==> src/rtl/tdm_fs_pkg.sv <==
package tdm_fs_pkg;

    typedef enum logic [1:0] {
        FS_OFF  = 2'd0,
        FS_HUNT = 2'd1,
        FS_RUN  = 2'd2
    } fs_state_e;

endpackage

==> src/rtl/tdm_fs_edge.sv <==
// Falling-edge detector for the received frame sync line.
module tdm_fs_edge (
    input  logic clk,
    input  logic rst_n,
    input  logic line_in,
    output logic fall
);

    logic prev_q;

    // Reset to 0 so a line held low from reset does not count as an edge.
    always_ff @(posedge clk or negedge rst_n) begin
        if (!rst_n) begin
            prev_q <= 1'b0;
        end else begin
            prev_q <= line_in;
        end
    end

    assign fall = prev_q & ~line_in;

endmodule

==> src/rtl/tdm_fs_word_timer.sv <==
// Counts bit ticks within one serial word and flags the last tick.
module tdm_fs_word_timer #(
    parameter int WORD_BITS = 16
) (
    input  logic clk,
    input  logic rst_n,
    input  logic restart,
    input  logic count_en,
    input  logic tick,
    output logic word_end
);

    localparam int BW = (WORD_BITS > 1) ? $clog2(WORD_BITS) : 1;
    localparam logic [BW-1:0] LAST_BIT = BW'(WORD_BITS - 1);

    logic [BW-1:0] bit_q;

    assign word_end = count_en & tick & ~restart & (bit_q == LAST_BIT);

    always_ff @(posedge clk or negedge rst_n) begin
        if (!rst_n) begin
            bit_q <= '0;
        end else if (restart) begin
            bit_q <= '0;
        end else if (word_end) begin
            bit_q <= '0;
        end else if (count_en && tick) begin
            bit_q <= bit_q + 1'b1;
        end
    end

endmodule

==> src/rtl/tdm_fs_slot_ctr.sv <==
// Slot counter: advances once per word and wraps at the programmed last slot.
module tdm_fs_slot_ctr #(
    parameter int MAX_SLOTS = 16
) (
    input  logic                         clk,
    input  logic                         rst_n,
    input  logic                         restart,
    input  logic                         advance,
    input  logic [$clog2(MAX_SLOTS)-1:0] last_slot,
    output logic [$clog2(MAX_SLOTS)-1:0] slot
);

    always_ff @(posedge clk or negedge rst_n) begin
        if (!rst_n) begin
            slot <= '0;
        end else if (restart) begin
            slot <= '0;
        end else if (advance) begin
            if (slot == last_slot) begin
                slot <= '0;
            end else begin
                slot <= slot + 1'b1;
            end
        end
    end

endmodule

==> src/rtl/tdm_frame_sync.sv <==
// TDM frame sync generator: master/slave frame timing and slot enables.
module tdm_frame_sync
    import tdm_fs_pkg::*;
#(
    parameter int WORD_BITS   = 16,
    parameter int MAX_SLOTS   = 16,
    parameter int SHORT_SLOTS = 8
) (
    input  logic                         clk,
    input  logic                         rst_n,
    input  logic                         bit_tick,
    input  logic                         cfg_mp_en,
    input  logic                         cfg_master,
    input  logic                         cfg_frame16,
    input  logic [$clog2(MAX_SLOTS)-1:0] cfg_tx_slot,
    input  logic                         sync_in,
    output logic                         sync_out,
    output logic                         sync_oe,
    output logic                         word_strobe,
    output logic [$clog2(MAX_SLOTS)-1:0] slot_num,
    output logic                         slot_valid_n,
    output logic                         addr_oe
);

    localparam int SW = $clog2(MAX_SLOTS);
    localparam logic [SW-1:0] LONG_LAST  = SW'(MAX_SLOTS - 1);
    localparam logic [SW-1:0] SHORT_LAST = SW'(SHORT_SLOTS - 1);

    fs_state_e state_q, state_d;
    logic      strobe_q, strobe_d;
    logic      sync_fall;
    logic      restart;
    logic      count_en;
    logic      word_end;
    logic      running;
    logic [SW-1:0] last_slot;
    logic [SW-1:0] own_slot;

    tdm_fs_edge u_edge (
        .clk     (clk),
        .rst_n   (rst_n),
        .line_in (sync_in),
        .fall    (sync_fall)
    );

    tdm_fs_word_timer #(.WORD_BITS(WORD_BITS)) u_word (
        .clk      (clk),
        .rst_n    (rst_n),
        .restart  (restart),
        .count_en (count_en),
        .tick     (bit_tick),
        .word_end (word_end)
    );

    tdm_fs_slot_ctr #(.MAX_SLOTS(MAX_SLOTS)) u_slot (
        .clk       (clk),
        .rst_n     (rst_n),
        .restart   (restart),
        .advance   (word_end),
        .last_slot (last_slot),
        .slot      (slot_num)
    );

    assign last_slot = cfg_frame16 ? LONG_LAST : SHORT_LAST;
    assign count_en  = (state_q == FS_RUN) && cfg_mp_en;
    // Counters clear outside counting and on a slave resync.
    assign restart   = !count_en || (!cfg_master && sync_fall);

    // Next state and strobe.
    always_comb begin
        state_d  = state_q;
        strobe_d = 1'b0;
        unique case (state_q)
            FS_OFF: begin
                if (cfg_mp_en) begin
                    if (cfg_master) begin           // OFF_TO_RUN
                        state_d  = FS_RUN;
                        strobe_d = 1'b1;
                    end else begin                  // OFF_TO_HUNT
                        state_d  = FS_HUNT;
                    end
                end
            end
            FS_HUNT: begin
                if (!cfg_mp_en) begin               // EXIT
                    state_d = FS_OFF;
                end else if (cfg_master || sync_fall) begin  // HUNT_TO_RUN
                    state_d  = FS_RUN;
                    strobe_d = 1'b1;
                end
            end
            FS_RUN: begin
                if (!cfg_mp_en) begin               // EXIT
                    state_d = FS_OFF;
                end else if (!cfg_master && sync_fall) begin // RUN_RESYNC
                    strobe_d = 1'b1;
                end else begin
                    strobe_d = word_end;
                end
            end
            default: begin
                state_d = FS_OFF;
            end
        endcase
    end

    // State register.
    always_ff @(posedge clk or negedge rst_n) begin
        if (!rst_n) begin
            state_q  <= FS_OFF;
            strobe_q <= 1'b0;
        end else begin
            state_q  <= state_d;
            strobe_q <= strobe_d;
        end
    end

    // Outputs.
    always_comb begin
        running      = (state_q == FS_RUN);
        own_slot     = cfg_master ? '0 : cfg_tx_slot;
        word_strobe  = strobe_q;
        sync_oe      = cfg_mp_en && cfg_master;
        sync_out     = !(sync_oe && running && (slot_num == '0));
        slot_valid_n = !(running && (slot_num == own_slot));
        addr_oe      = !cfg_mp_en || !slot_valid_n;
    end

endmodule

==> config.mk <==
export PLATFORM = sky130hd
export DESIGN_NAME = tdm_frame_sync
export DESIGN_NICKNAME = d
export VERILOG_FILES = /design/src/rtl/tdm_fs_pkg.sv /design/src/rtl/tdm_fs_edge.sv /design/src/rtl/tdm_fs_word_timer.sv /design/src/rtl/tdm_fs_slot_ctr.sv /design/src/rtl/tdm_frame_sync.sv
export SDC_FILE = /design/constraint.sdc
export NUM_CORES = 1
export LEC_CHECK = 0
export BUFFER_PORTS_ARGS = -buffer_cell sky130_fd_sc_hd__buf_2
export CAP_MARGIN = 20
export CORE_ASPECT_RATIO = 0.9
export CORE_MARGIN = 2
export CORE_UTILIZATION = 52
export CTS_CLUSTER_SIZE = 12
export DETAILED_ROUTE_END_ITERATION = 12
export MAX_ROUTING_LAYER = met4
export PLACE_DENSITY = 0.76
export SKIP_CTS_REPAIR_TIMING = 1
export SLEW_MARGIN = 20
export SYNTH_ARGS = -nofsm -noshare
export SYNTH_HDL_FRONTEND = slang
export SYNTH_HIERARCHICAL = 1
export SYNTH_SLANG_ARGS = --single-unit
==> constraint.sdc <==
create_clock -name clk -period 2.75 [get_ports clk]
set_clock_uncertainty 0.1 [all_clocks]
set_input_delay 0 -clock clk [delete_from_list [all_inputs] [get_ports clk]]
set_output_delay 0 -clock clk [all_outputs]
set_load 0.1 [all_outputs]
Yosys cells after proc, flatten, opt, wreduce, memory -nomap -nowiden
Index checks and enable logic that the tools add are counted.
{"block": "op_classes", "n_addsub": 2, "eq_ne": 8, "mux": 21, "bitwise_logic": 6, "reduce_logical": 20}
{"cell": "$mux 4", "n": 8}
{"cell": "$mux 2", "n": 5}
{"cell": "$add 4x1->4 const B", "n": 2}
{"cell": "$eq 4x4->1", "n": 2}
{"cell": "$logic_and 1x1->1", "n": 7}
{"cell": "$mux 1", "n": 6}
{"cell": "$pmux 2 s3", "n": 1}
{"cell": "$logic_not 1->1", "n": 5}
{"cell": "$and 1x1->1", "n": 4}
{"cell": "$eq 4x4->1 const B", "n": 1}
{"cell": "$logic_not 4->1", "n": 1}
{"cell": "$ne 2x2->1 const B", "n": 2}
{"cell": "$logic_or 1x1->1", "n": 3}
{"cell": "$ne 3x3->1 const B", "n": 1}
{"cell": "$pmux 1 s3", "n": 1}
{"cell": "$reduce_and 3->1", "n": 1}
{"cell": "$reduce_bool 3->1", "n": 1}
{"cell": "$eq 2x1->1 const B", "n": 1}
{"cell": "$eq 2x2->1 const B", "n": 1}
{"cell": "$logic_not 2->1", "n": 1}
{"cell": "$not 1->1", "n": 2}
{"cell": "$reduce_bool 2->1", "n": 1}
{"block": "totals", "ff_bits": 12, "input_bits": 11, "output_inout_bits": 9, "wordCells": 62}

Depth between registers and ports, before layout
Gate-level depths: netlist of run 1.
{"block": "depth", "word_depth": 10, "mapped_depth": 9, "mapped_depth_nobuf": 8}

Modules after synthesis
The synthesis of run 1 kept the hierarchy.
{"module": "tdm_frame_sync", "instances": 1, "cells_each": 45, "area_each_um2": 375.4, "seq_area_each_um2": 75.1}
{"module": "tdm_fs_slot_ctr", "instances": 1, "cells_each": 27, "area_each_um2": 276.5, "seq_area_each_um2": 100.1}
{"module": "tdm_fs_word_timer", "instances": 1, "cells_each": 23, "area_each_um2": 210.2, "seq_area_each_um2": 100.1}
{"module": "tdm_fs_edge", "instances": 1, "cells_each": 2, "area_each_um2": 38.8, "seq_area_each_um2": 25.0}

Worst setup path after synthesis of run 1
OpenSTA, ideal clock, no wires.
{"block": "synth_path", "path_kind": "register to output", "start": "register u_slot.slot[2]", "end": "output addr_oe", "arrival_ps": 4542, "t_required_ps": 2650, "path_slack_ps": -1892, "stages_incl_launch_ff": 4, "path_buffers": 0, "cell_sequence": "dfrtp_1 mux2i_1 a31oi_1 o41ai_1"}
{"block": "synth_between", "elab_chain_cells": 3}
{"item": "start, declared", "line": "tdm_fs_slot_ctr.sv:10", "rtl": "output logic [$clog2(MAX_SLOTS)-1:0] slot"}
{"item": "start signal, assigned", "line": "tdm_fs_slot_ctr.sv:22", "rtl": "slot <= slot + 1'b1;"}
{"item": "$eq 4x4->1", "line": "tdm_frame_sync.sv:125", "rtl": "slot_valid_n = !(running && (slot_num == own_slot));"}
{"item": "$logic_and 1x1->1", "line": "tdm_frame_sync.sv:125"}
{"item": "$logic_or 1x1->1", "line": "tdm_frame_sync.sv:126", "rtl": "addr_oe = !cfg_mp_en || !slot_valid_n;"}
{"item": "end, declared", "line": "tdm_frame_sync.sv:22", "rtl": "output logic addr_oe"}
No other way between the ends.

Worst setup path after layout of run 1
{"block": "layout_path", "start": "register state_q[0]", "end": "register u_slot.slot[3]"}
{"block": "layout_between", "elab_chain_cells": 8, "elab_cells_between_ends": 10, "cone_classes": "1 x eq/ne; 1 x mux; 4 x bitwise; 4 x reduce/logical"}
{"item": "start, declared", "line": "tdm_frame_sync.sv:29", "rtl": "fs_state_e state_q, state_d;"}
{"item": "start signal, assigned", "line": "tdm_frame_sync.sv:113", "rtl": "state_q <= state_d;"}
{"item": "$eq 2x2->1", "line": "tdm_frame_sync.sv:65", "rtl": "assign count_en = (state_q == FS_RUN) && cfg_mp_en;"}
{"item": "$logic_and 1x1->1", "line": "tdm_frame_sync.sv:65"}
{"item": "named net count_en", "line": "tdm_frame_sync.sv:33", "rtl": "logic count_en;"}
{"item": "$logic_not 1->1", "line": "tdm_frame_sync.sv:67", "rtl": "assign restart = !count_en || (!cfg_master && sync_fall);"}
{"item": "$logic_or 1x1->1", "line": "tdm_frame_sync.sv:67"}
{"item": "named net restart", "line": "tdm_frame_sync.sv:32", "rtl": "logic restart;"}
{"item": "$not 1->1", "line": "tdm_fs_word_timer.sv:18", "rtl": "assign word_end = count_en & tick & ~restart & (bit_q == LAST_BIT);"}
{"item": "$and 1x1->1 (2 in series)", "line": "tdm_fs_word_timer.sv:18"}
{"item": "named net word_end", "line": "tdm_frame_sync.sv:34", "rtl": "logic word_end;"}
{"item": "$reduce_bool 2->1 (no source line)"}
The timed path passes the listed nets, and every way through them passes these cells.
A chain may end at the register's enable or synchronous reset.

==> results_tabular.tex, run 1 <==
\begin{tabular}{lr}
\hline
Metric & Value \\
\hline
\multicolumn{2}{l}{\textbf{Yosys}} \\
\quad Count of distinct cell types in the synthesized netlist & 37 \\
\quad Adder and majority gate portion of the synthesized area & 8.33\% \\
\quad Area fraction in and, or, nand and nor cells after synthesis & 26.0\% \\
\quad Warnings from Yosys & 6 \\
\quad Most frequent cell after synthesis & sky130\_fd\_sc\_hd\_\_dfrtp\_1 \\
\quad Fraction of post-synthesis cell area in the top cell type by area & 33.3\% \\
\quad Post-synthesis async set-or-reset flop share & 100\% \\
\quad Post-synthesis instance total & 97 \\
\quad Combinational family with the most area after synthesis & simple AND/OR/NAND/NOR gates \\
\quad Avg Inst Size Synth & 9.29 µm² \\
\quad Count of state elements after synthesis & 12 \\
\quad Mux share of post-synthesis cell area & 5.69\% \\
\quad Cell area after synthesis & 901 µm² \\
\quad Share of synthesized area occupied by flip-flops and latches & 33.3\% \\
\quad Number of synthesized flops with an enable pin & 0 \\
\quad Top flip-flop cell by instance count after synthesis & sky130\_fd\_sc\_hd\_\_dfrtp\_1 \\
\quad XOR/XNOR share of the synthesized area & 5.83\% \\
\quad Top post-synthesis cells by area & sky130\_fd\_sc\_hd\_\_dfrtp\_1, sky130\_fd\_sc\_hd\_\_ha\_1, sky130\_fd\_sc\_hd\_\_nand2b\_1, sky130\_fd\_sc\_hd\_\_xor2\_1, sky130\_fd\_sc\_hd\_\_mux2i\_1 \\
\quad Compound-Gate Fraction of Synth Area & 15.8\% \\
\quad Commonest cells in the netlist & sky130\_fd\_sc\_hd\_\_dfrtp\_1, sky130\_fd\_sc\_hd\_\_nand2\_1, sky130\_fd\_sc\_hd\_\_nand2b\_1, sky130\_fd\_sc\_hd\_\_ha\_1, sky130\_fd\_sc\_hd\_\_inv\_1 \\
\quad Largest area contributor in the synthesized netlist & sky130\_fd\_sc\_hd\_\_dfrtp\_1 \\
\multicolumn{2}{l}{\textbf{STA}} \\
\quad Post-layout minimum cycle time & 2.35 ns \\
\quad Number of endpoints failing setup at the final stage & 0 \\
\quad WHS & 0.0221 ns \\
\quad Number of max-slew violations in the final report & 0 \\
\quad Upper clock frequency limit & 0.425 GHz \\
\quad Setup Total Neg Slack & 0 ns \\
\quad Max\_slew headroom & 64.7\% \\
\quad Unrepaired setup endpoints after global routing & false \\
\quad Number of endpoints with negative hold slack in the final report & 0 \\
\quad Least-Margin Pin Slew & 0.525 ns \\
\quad Part of the cycle the worst path needs & 85.5\% \\
\multicolumn{2}{l}{\textbf{Setup path}} \\
\quad Launching element type of the critical path & flop \\
\quad Top delay family on crit path & simple AND/OR/NAND/NOR gates \\
\quad Logic depth of the worst register-to-register path & 8 \\
\quad CP max stage delay & 0.40 ns \\
\quad Library cell contributing the largest single delay on the critical path & sky130\_fd\_sc\_hd\_\_dfrtp\_1 \\
\quad Category of the worst setup path capture point & flop \\
\quad Buffers \& Inverters on Critical Path & 2 \\
\quad Worst flop-to-flop path endpoint & u\_slot/slot[3] \\
\quad Worst path cell trace & inv\_1, ha\_1, and2\_1, nand2b\_1, nor3\_1, buf\_4, nor2\_1, a2111oi\_2 \\
\quad Crit-path max FO & 12 \\
\quad Data required time of the worst path & 2.81 ns \\
\quad Signal arrival time at the worst endpoint & 2.42 ns \\
\quad Type of the worst setup path & flop to flop \\
\quad Worst reg-to-reg setup slack & 0.40 ns \\
\quad Reg-to-reg critical path startpoint & state\_q[0] \\
\multicolumn{2}{l}{\textbf{Global route}} \\
\quad Global-route usage over all layers & 22.0\% \\
\quad First-pass GRT wire length & 3.17 mm \\
\quad Initial antenna violation count & 0 \\
\quad Number of global-route vias before repair & 739 \\
\quad Sum of overflow across all layers after global routing & 0 \\
\quad Maximum number of pins on one net before global-route repair & 13 \\
\multicolumn{2}{l}{\textbf{Die}} \\
\quad Number of placed I/O pins & 20 \\
\quad Core area & 1650 µm² \\
\quad Initial Utilization & 54.7\% \\
\quad Die area & 2080 µm² \\
\quad Count of standard-cell rows & 14 \\
\quad Die Y-Extent & 43.5 µm \\
\quad Die boundary width & 47.9 µm \\
\multicolumn{2}{l}{\textbf{Finish}} \\
\quad Layout overhead on the synthesized area & 24.0\% \\
\quad Utilization of the core after routing & 67.9\% \\
\quad Ratio of cells with drive above 1 in the final layout & 25.6\% \\
\quad Antenna diode instance count & 0 \\
\quad Post-layout instance count excluding filler cells & 149 \\
\quad Layout net count & 143 \\
\multicolumn{2}{l}{\textbf{Routing}} \\
\quad Post-detailed-route count of antenna-violating nets & 0 \\
\quad Met3 WL & 64 µm \\
\quad DR WL/cell & 12.8 µm \\
\quad Via-to-Cell Ratio & 5.27 \\
\quad Detailed router's first-iteration violation count & 13 \\
\quad Length of routed wiring on met1 & 852 µm \\
\quad Top routing layer in use & met4 \\
\quad DRC Markers & 0 \\
\quad DR vias & 785 \\
\quad Total wirelength of the detailed-routed design & 1.91 mm \\
\quad Wire length on met2 & 963 µm \\
\quad Router iterations before antenna repair & 4 \\
\multicolumn{2}{l}{\textbf{Clock tree}} \\
\quad Clock root cell & sky130\_fd\_sc\_hd\_\_clkbuf\_4 \\
\quad CTS tree & yes \\
\quad Clock-pin slew reported for the worst setup and hold paths after clock tree synthesis & 0.07 ns \\
\quad Number of sinks driven by the clock tree & 12 \\
\quad Clock insertion delay at the later pin of the skew report & 0.28 ns \\
\quad Worst-case clock buffer depth & 2 \\
\quad Number of clock buffers inserted by TritonCTS & 3 \\
\quad Level count of the clock H-tree & 1 \\
\multicolumn{2}{l}{\textbf{Placed design}} \\
\quad Cell total after placement & 141 \\
\quad Placer Congestion & 0.826 \\
\quad DP Wirelength & 1.52 mm \\
\quad Count of input and output buffers & 19 \\
\multicolumn{2}{l}{\textbf{Min path}} \\
\quad Path type of the worst min-delay path & primary input to async pin \\
\multicolumn{2}{l}{\textbf{Run}} \\
\quad Max-capacitance violation count & 0 \\
\multicolumn{2}{l}{\textbf{Power and ir drop}} \\
\quad Areal power density over the cells & 587 nW/µm² \\
\quad Lkg Pwr & 0.499 nW \\
\quad Peak VDD IR & 0.000367 V \\
\multicolumn{2}{l}{\textbf{Outcome}} \\
\quad Run status & completed \\
\hline
\end{tabular}
## layer usage
layer	vias up	track usage, %
li1	401	-
met1	364	28.2
met2	18	35.2
met3	2	3.75
met4	0	6.49
met5	-	-
## state kept, by name (all words and copies together) (netlist names)
name           count
u_slot/slot        4
word_strobe        1
state_q            2
u_word/bit_q       4
u_edge/prev_q      1
## where the power goes
group	internal, W	switching [W]	leakage (nW)	total, W
registers	0.000197	0.0000133	0.162	0.000211
clock network	0.0000806	0.0000588	0.0210	0.000139
logic	0.0000870	0.000219	0.316	0.000306
total	0.000365	0.000291	0.499	0.000656
## through the flow
stage	power [W]	setup WS (ns)	area, µm²
after CTS	0.000658	0.400	1080
after global placement	0.000508	0.532	1040
after global routing	0.000701	0.156	1120
after detailed placement	0.000517	0.421	1040
after floorplan	0.000458	0.0208	927
final	0.000656	0.398	1120
## layout make-up
class	instances	area [µm²]
clock buffers	4	36.3
fillers	143	529
inverters	6	22.5
multi-input cells	79	586
flip-flops and latches	12	300
well taps	24	30.0
repair buffers	24	143
## worst register-to-register path, cell delays in order (launching register included)
cell                        delay [ns]
sky130_fd_sc_hd__dfrtp_1          0.40
sky130_fd_sc_hd__inv_1            0.10
sky130_fd_sc_hd__ha_1             0.19
sky130_fd_sc_hd__and2_1           0.26
sky130_fd_sc_hd__nand2b_1         0.29
sky130_fd_sc_hd__nor3_1           0.32
sky130_fd_sc_hd__buf_4            0.21
sky130_fd_sc_hd__nor2_1           0.06
sky130_fd_sc_hd__a2111oi_2        0.29
## worst max-delay path by stage
stage / from / to / slack (ns) / cells after the start
global placement: state_q[0] / u_slot/slot[3] / 0.53 / 8
global route: state_q[0] / u_slot/slot[3] / 0.16 / 8
finish: state_q[0] / u_slot/slot[3] / 0.40 / 8
detailed placement: state_q[0] / u_slot/slot[3] / 0.42 / 8
floorplan: u_slot/slot[2] / addr_oe / 0.02 / 3
CTS: state_q[0] / u_slot/slot[3] / 0.40 / 8
## cells by family after synthesis
logic type,after synthesis
DFF,12
adders and majority gates,6
xor gates and xnor gates,6
AOI/OAI and AO/OA,20
and+or+nand+nor,39
buffers and inverters,8
other,1
muxes,5
## cells in the final DEF, fill, tap and decap left out, drive strengths merged, types with 3 or more instances in the layout
cell type | synthesis | final
nand2b | 7 | 7
dlygate4sd3 | 0 | 4
nor2 | 4 | 4
buf | 2 | 20
clkbuf | 0 | 4
nand2 | 8 | 8
mux2i | 4 | 4
a21oi | 4 | 4
ha | 6 | 6
inv | 6 | 6
nand3 | 6 | 6
dfrtp | 12 | 12
conb | 1 | 3
a31oi | 3 | 3
xor2 | 5 | 5
o21ai | 5 | 5
No activity file was read; power rests on OpenSTA's default activity.
==> inputs of run 2 (changes only) <==
ABC_AREA = 1   (was unset)
CORE_UTILIZATION = 53   (was 52)
PLACE_DENSITY = 0.77   (was 0.76)
==> results_tabular.tex, run 2 <==
\begin{tabular}{lr}
\hline
Metric & Value \\
\hline
\multicolumn{2}{l}{\textbf{Outcome}} \\
\quad Run status & complete, but fails checks \\
\quad Violations in the final reports & negative hold slack \\
\multicolumn{2}{l}{\textbf{Die}} \\
\quad Die boundary width & 48.7 µm \\
\quad Die Y-Extent & 44.3 µm \\
\quad Initial Utilization & 56.8\% \\
\quad Number of placed I/O pins & 20 \\
\quad Core area & 1680 µm² \\
\quad Die area & 2160 µm² \\
\quad Count of standard-cell rows & 14 \\
\multicolumn{2}{l}{\textbf{Setup path}} \\
\quad Library cell contributing the largest single delay on the critical path & sky130\_fd\_sc\_hd\_\_dfrtp\_1 \\
\quad CP max stage delay & 0.41 ns \\
\quad Type of the worst setup path & flop to flop \\
\quad Data required time of the worst path & 2.85 ns \\
\quad Launching element type of the critical path & flop \\
\quad Category of the worst setup path capture point & flop \\
\quad Worst path cell trace & inv\_1, ha\_1, nand2\_1, inv\_1, o21ai\_0, buf\_4, inv\_1, nand3\_1, nor3\_1, nor2\_4, inv\_1, a21oi\_1, a21oi\_1 \\
\quad Crit-path max FO & 5 \\
\quad Cell with the most instances on the worst path & sky130\_fd\_sc\_hd\_\_inv\_1 \\
\quad Signal arrival time at the worst endpoint & 2.43 ns \\
\multicolumn{2}{l}{\textbf{Power and ir drop}} \\
\quad Lkg Pwr & 0.637 nW \\
\quad Areal power density over the cells & 671 nW/µm² \\
\quad Peak VDD IR & 0.000459 V \\
\quad Overall power & 0.000770 W \\
\multicolumn{2}{l}{\textbf{Yosys}} \\
\quad Top post-synthesis cells by area & sky130\_fd\_sc\_hd\_\_dfrtp\_1, sky130\_fd\_sc\_hd\_\_nand2\_1, sky130\_fd\_sc\_hd\_\_ha\_1, sky130\_fd\_sc\_hd\_\_inv\_1, sky130\_fd\_sc\_hd\_\_a21oi\_1 \\
\quad Top flip-flop cell by instance count after synthesis & sky130\_fd\_sc\_hd\_\_dfrtp\_1 \\
\quad Cell area after synthesis & 955 µm² \\
\quad Post-synthesis async set-or-reset flop share & 100\% \\
\quad Count of distinct cell types in the synthesized netlist & 25 \\
\quad Count of state elements after synthesis & 12 \\
\quad Avg Inst Size Synth & 6.92 µm² \\
\quad Number of synthesized flops with an enable pin & 0 \\
\quad Share of synthesized area occupied by flip-flops and latches & 31.5\% \\
\quad Largest area contributor in the synthesized netlist & sky130\_fd\_sc\_hd\_\_dfrtp\_1 \\
\quad Fraction of post-synthesis cell area in the top cell type by area & 31.5\% \\
\quad Post-synthesis instance total & 138 \\
\quad Most frequent cell after synthesis & sky130\_fd\_sc\_hd\_\_nand2\_1 \\
\quad Warnings from Yosys & 6 \\
\quad Commonest cells in the netlist & sky130\_fd\_sc\_hd\_\_nand2\_1, sky130\_fd\_sc\_hd\_\_inv\_1, sky130\_fd\_sc\_hd\_\_dfrtp\_1, sky130\_fd\_sc\_hd\_\_a21oi\_1, sky130\_fd\_sc\_hd\_\_nand3\_1 \\
\multicolumn{2}{l}{\textbf{Routing}} \\
\quad Router iterations before antenna repair & 4 \\
\quad Detailed router's first-iteration violation count & 11 \\
\quad Via-to-Cell Ratio & 4.79 \\
\quad DR vias & 919 \\
\quad Post-detailed-route count of antenna-violating nets & 0 \\
\quad DRC Markers & 0 \\
\quad Total wirelength of the detailed-routed design & 2.01 mm \\
\quad DR WL/cell & 10.4 µm \\
\multicolumn{2}{l}{\textbf{Global route}} \\
\quad Sum of overflow across all layers after global routing & 0 \\
\quad Number of global-route vias before repair & 840 \\
\quad Global-route usage over all layers & 21.7\% \\
\quad First-pass GRT wire length & 3.48 mm \\
\quad Maximum number of pins on one net before global-route repair & 13 \\
\quad Initial antenna violation count & 0 \\
\multicolumn{2}{l}{\textbf{STA}} \\
\quad Setup Total Neg Slack & 0 ns \\
\quad WHS & -0.00331 ns \\
\quad Part of the cycle the worst path needs & 84.7\% \\
\quad Upper clock frequency limit & 0.429 GHz \\
\quad Number of endpoints with negative hold slack in the final report & 1 \\
\quad Unrepaired setup endpoints after global routing & false \\
\quad Number of max-slew violations in the final report & 0 \\
\quad Post-layout minimum cycle time & 2.33 ns \\
\quad Number of endpoints failing setup at the final stage & 0 \\
\multicolumn{2}{l}{\textbf{Clock tree}} \\
\quad Level count of the clock H-tree & 1 \\
\quad Worst-case clock buffer depth & 2 \\
\quad CTS tree & yes \\
\quad Number of clock buffers inserted by TritonCTS & 3 \\
\quad Number of sinks driven by the clock tree & 12 \\
\quad Clock-pin slew reported for the worst setup and hold paths after clock tree synthesis & 0.07 ns \\
\quad Clock insertion delay at the later pin of the skew report & 0.27 ns \\
\quad Clock root cell & sky130\_fd\_sc\_hd\_\_clkbuf\_4 \\
\multicolumn{2}{l}{\textbf{Finish}} \\
\quad Largest registers & u\_slot/slot: 4 flops, u\_word/bit\_q: 4 flops, state\_q: 2 flops \\
\quad Most frequent cells in the layout & sky130\_fd\_sc\_hd\_\_nand2\_1, sky130\_fd\_sc\_hd\_\_inv\_1, sky130\_fd\_sc\_hd\_\_buf\_2 \\
\quad Layout overhead on the synthesized area & 20.2\% \\
\quad Layout net count & 187 \\
\quad Antenna diode instance count & 0 \\
\quad Ratio of cells with drive above 1 in the final layout & 25.0\% \\
\quad Commonest non-fill, non-tap cell in the layout & sky130\_fd\_sc\_hd\_\_nand2\_1 \\
\multicolumn{2}{l}{\textbf{Placed design}} \\
\quad DP Wirelength & 1.53 mm \\
\quad Placer Congestion & 0.857 \\
\quad Count of input and output buffers & 19 \\
\multicolumn{2}{l}{\textbf{Min path}} \\
\quad Path type of the worst min-delay path & primary input to flop \\
\multicolumn{2}{l}{\textbf{Run}} \\
\quad Max-capacitance violation count & 0 \\
\hline
\end{tabular}
==> run 2: cell type report <==
cell class | count | area [µm²]
well taps | 24 | 30.0
clock buffers | 3 | 22.5
flip-flops and latches | 12 | 300
repair buffers | 23 | 133
multi-input cells | 107 | 576
fillers | 156 | 534
inverters | 23 | 86.3
==> run 2: metal layers <==
metal / up-vias / routed length [µm] / GRT usage (%) / share of wire, %
li1: 488 / - / - / -
met1: 404 / 937 / 25.8 / 47
met2: 23 / 957 / 37.0 / 48
met3: 4 / 79 / 4.05 / 3.9
met4: 0 / 31 / 8.57 / 1.5
met5: - / 0 / - / 0
==> run 2: path summary, 6_finish.rpt <==
kind | startpoint | to | depth (start not counted) | slack [ns]
worst max-delay path | state_q[0] | u_slot/slot[2] | 13 | 0.42
worst min-delay path | cfg_master | word_strobe | 3 | -0.003
worst max register to register | state_q[0] | u_slot/slot[2] | 13 | 0.42
worst min register to register | u_word/bit_q[3] | u_word/bit_q[3] | 2 | 0.41
max in group asynchronous | rst_n | u_word/bit_q[1] | 2 | 2.24
min in group asynchronous | rst_n | u_edge/prev_q | 2 | 0.08
==> run 2: cell families (layout without fill, tap and decap cells) <==
group	Yosys count	in the layout	share of synthesized area, %
and+or+nand+nor	76	76	38.3
buffers and inverters	24	49	10.2
AOI/OAI and AO/OA	17	17	9.96
DFF	12	12	31.5
adders and majority gates	6	6	7.86
xor gates and xnor gates	2	2	1.84
other	1	6	0.393
==> run 2: power breakdown <==
part,leakage (nW),internal [W],total (W),switching (W)
clock network,0.0138,0.0000507,0.000108,0.0000571
logic,0.462,0.000112,0.000427,0.000315
registers,0.161,0.000204,0.000234,0.0000305
==> run 2: worst max-delay path, delay by kind of cell, from the launching register on <==
kind	cells	cell delay, ns
simple gates	4	0.62
buf+inv	5	0.61
flops	1	0.41
compound gates	3	0.31
fa+ha+maj	1	0.20
==> run 2: through the flow <==
step	cell area (µm²)	setup WS [ns]	instances	utilization, %
after detailed placement	1090	0.495	186	65.1
after global placement	1090	0.618	186	65.1
after floorplan	973	0.118	143	-
final	1150	0.420	192	68.2
after CTS	1120	0.465	189	66.4
after global routing	1150	0.300	192	68.2
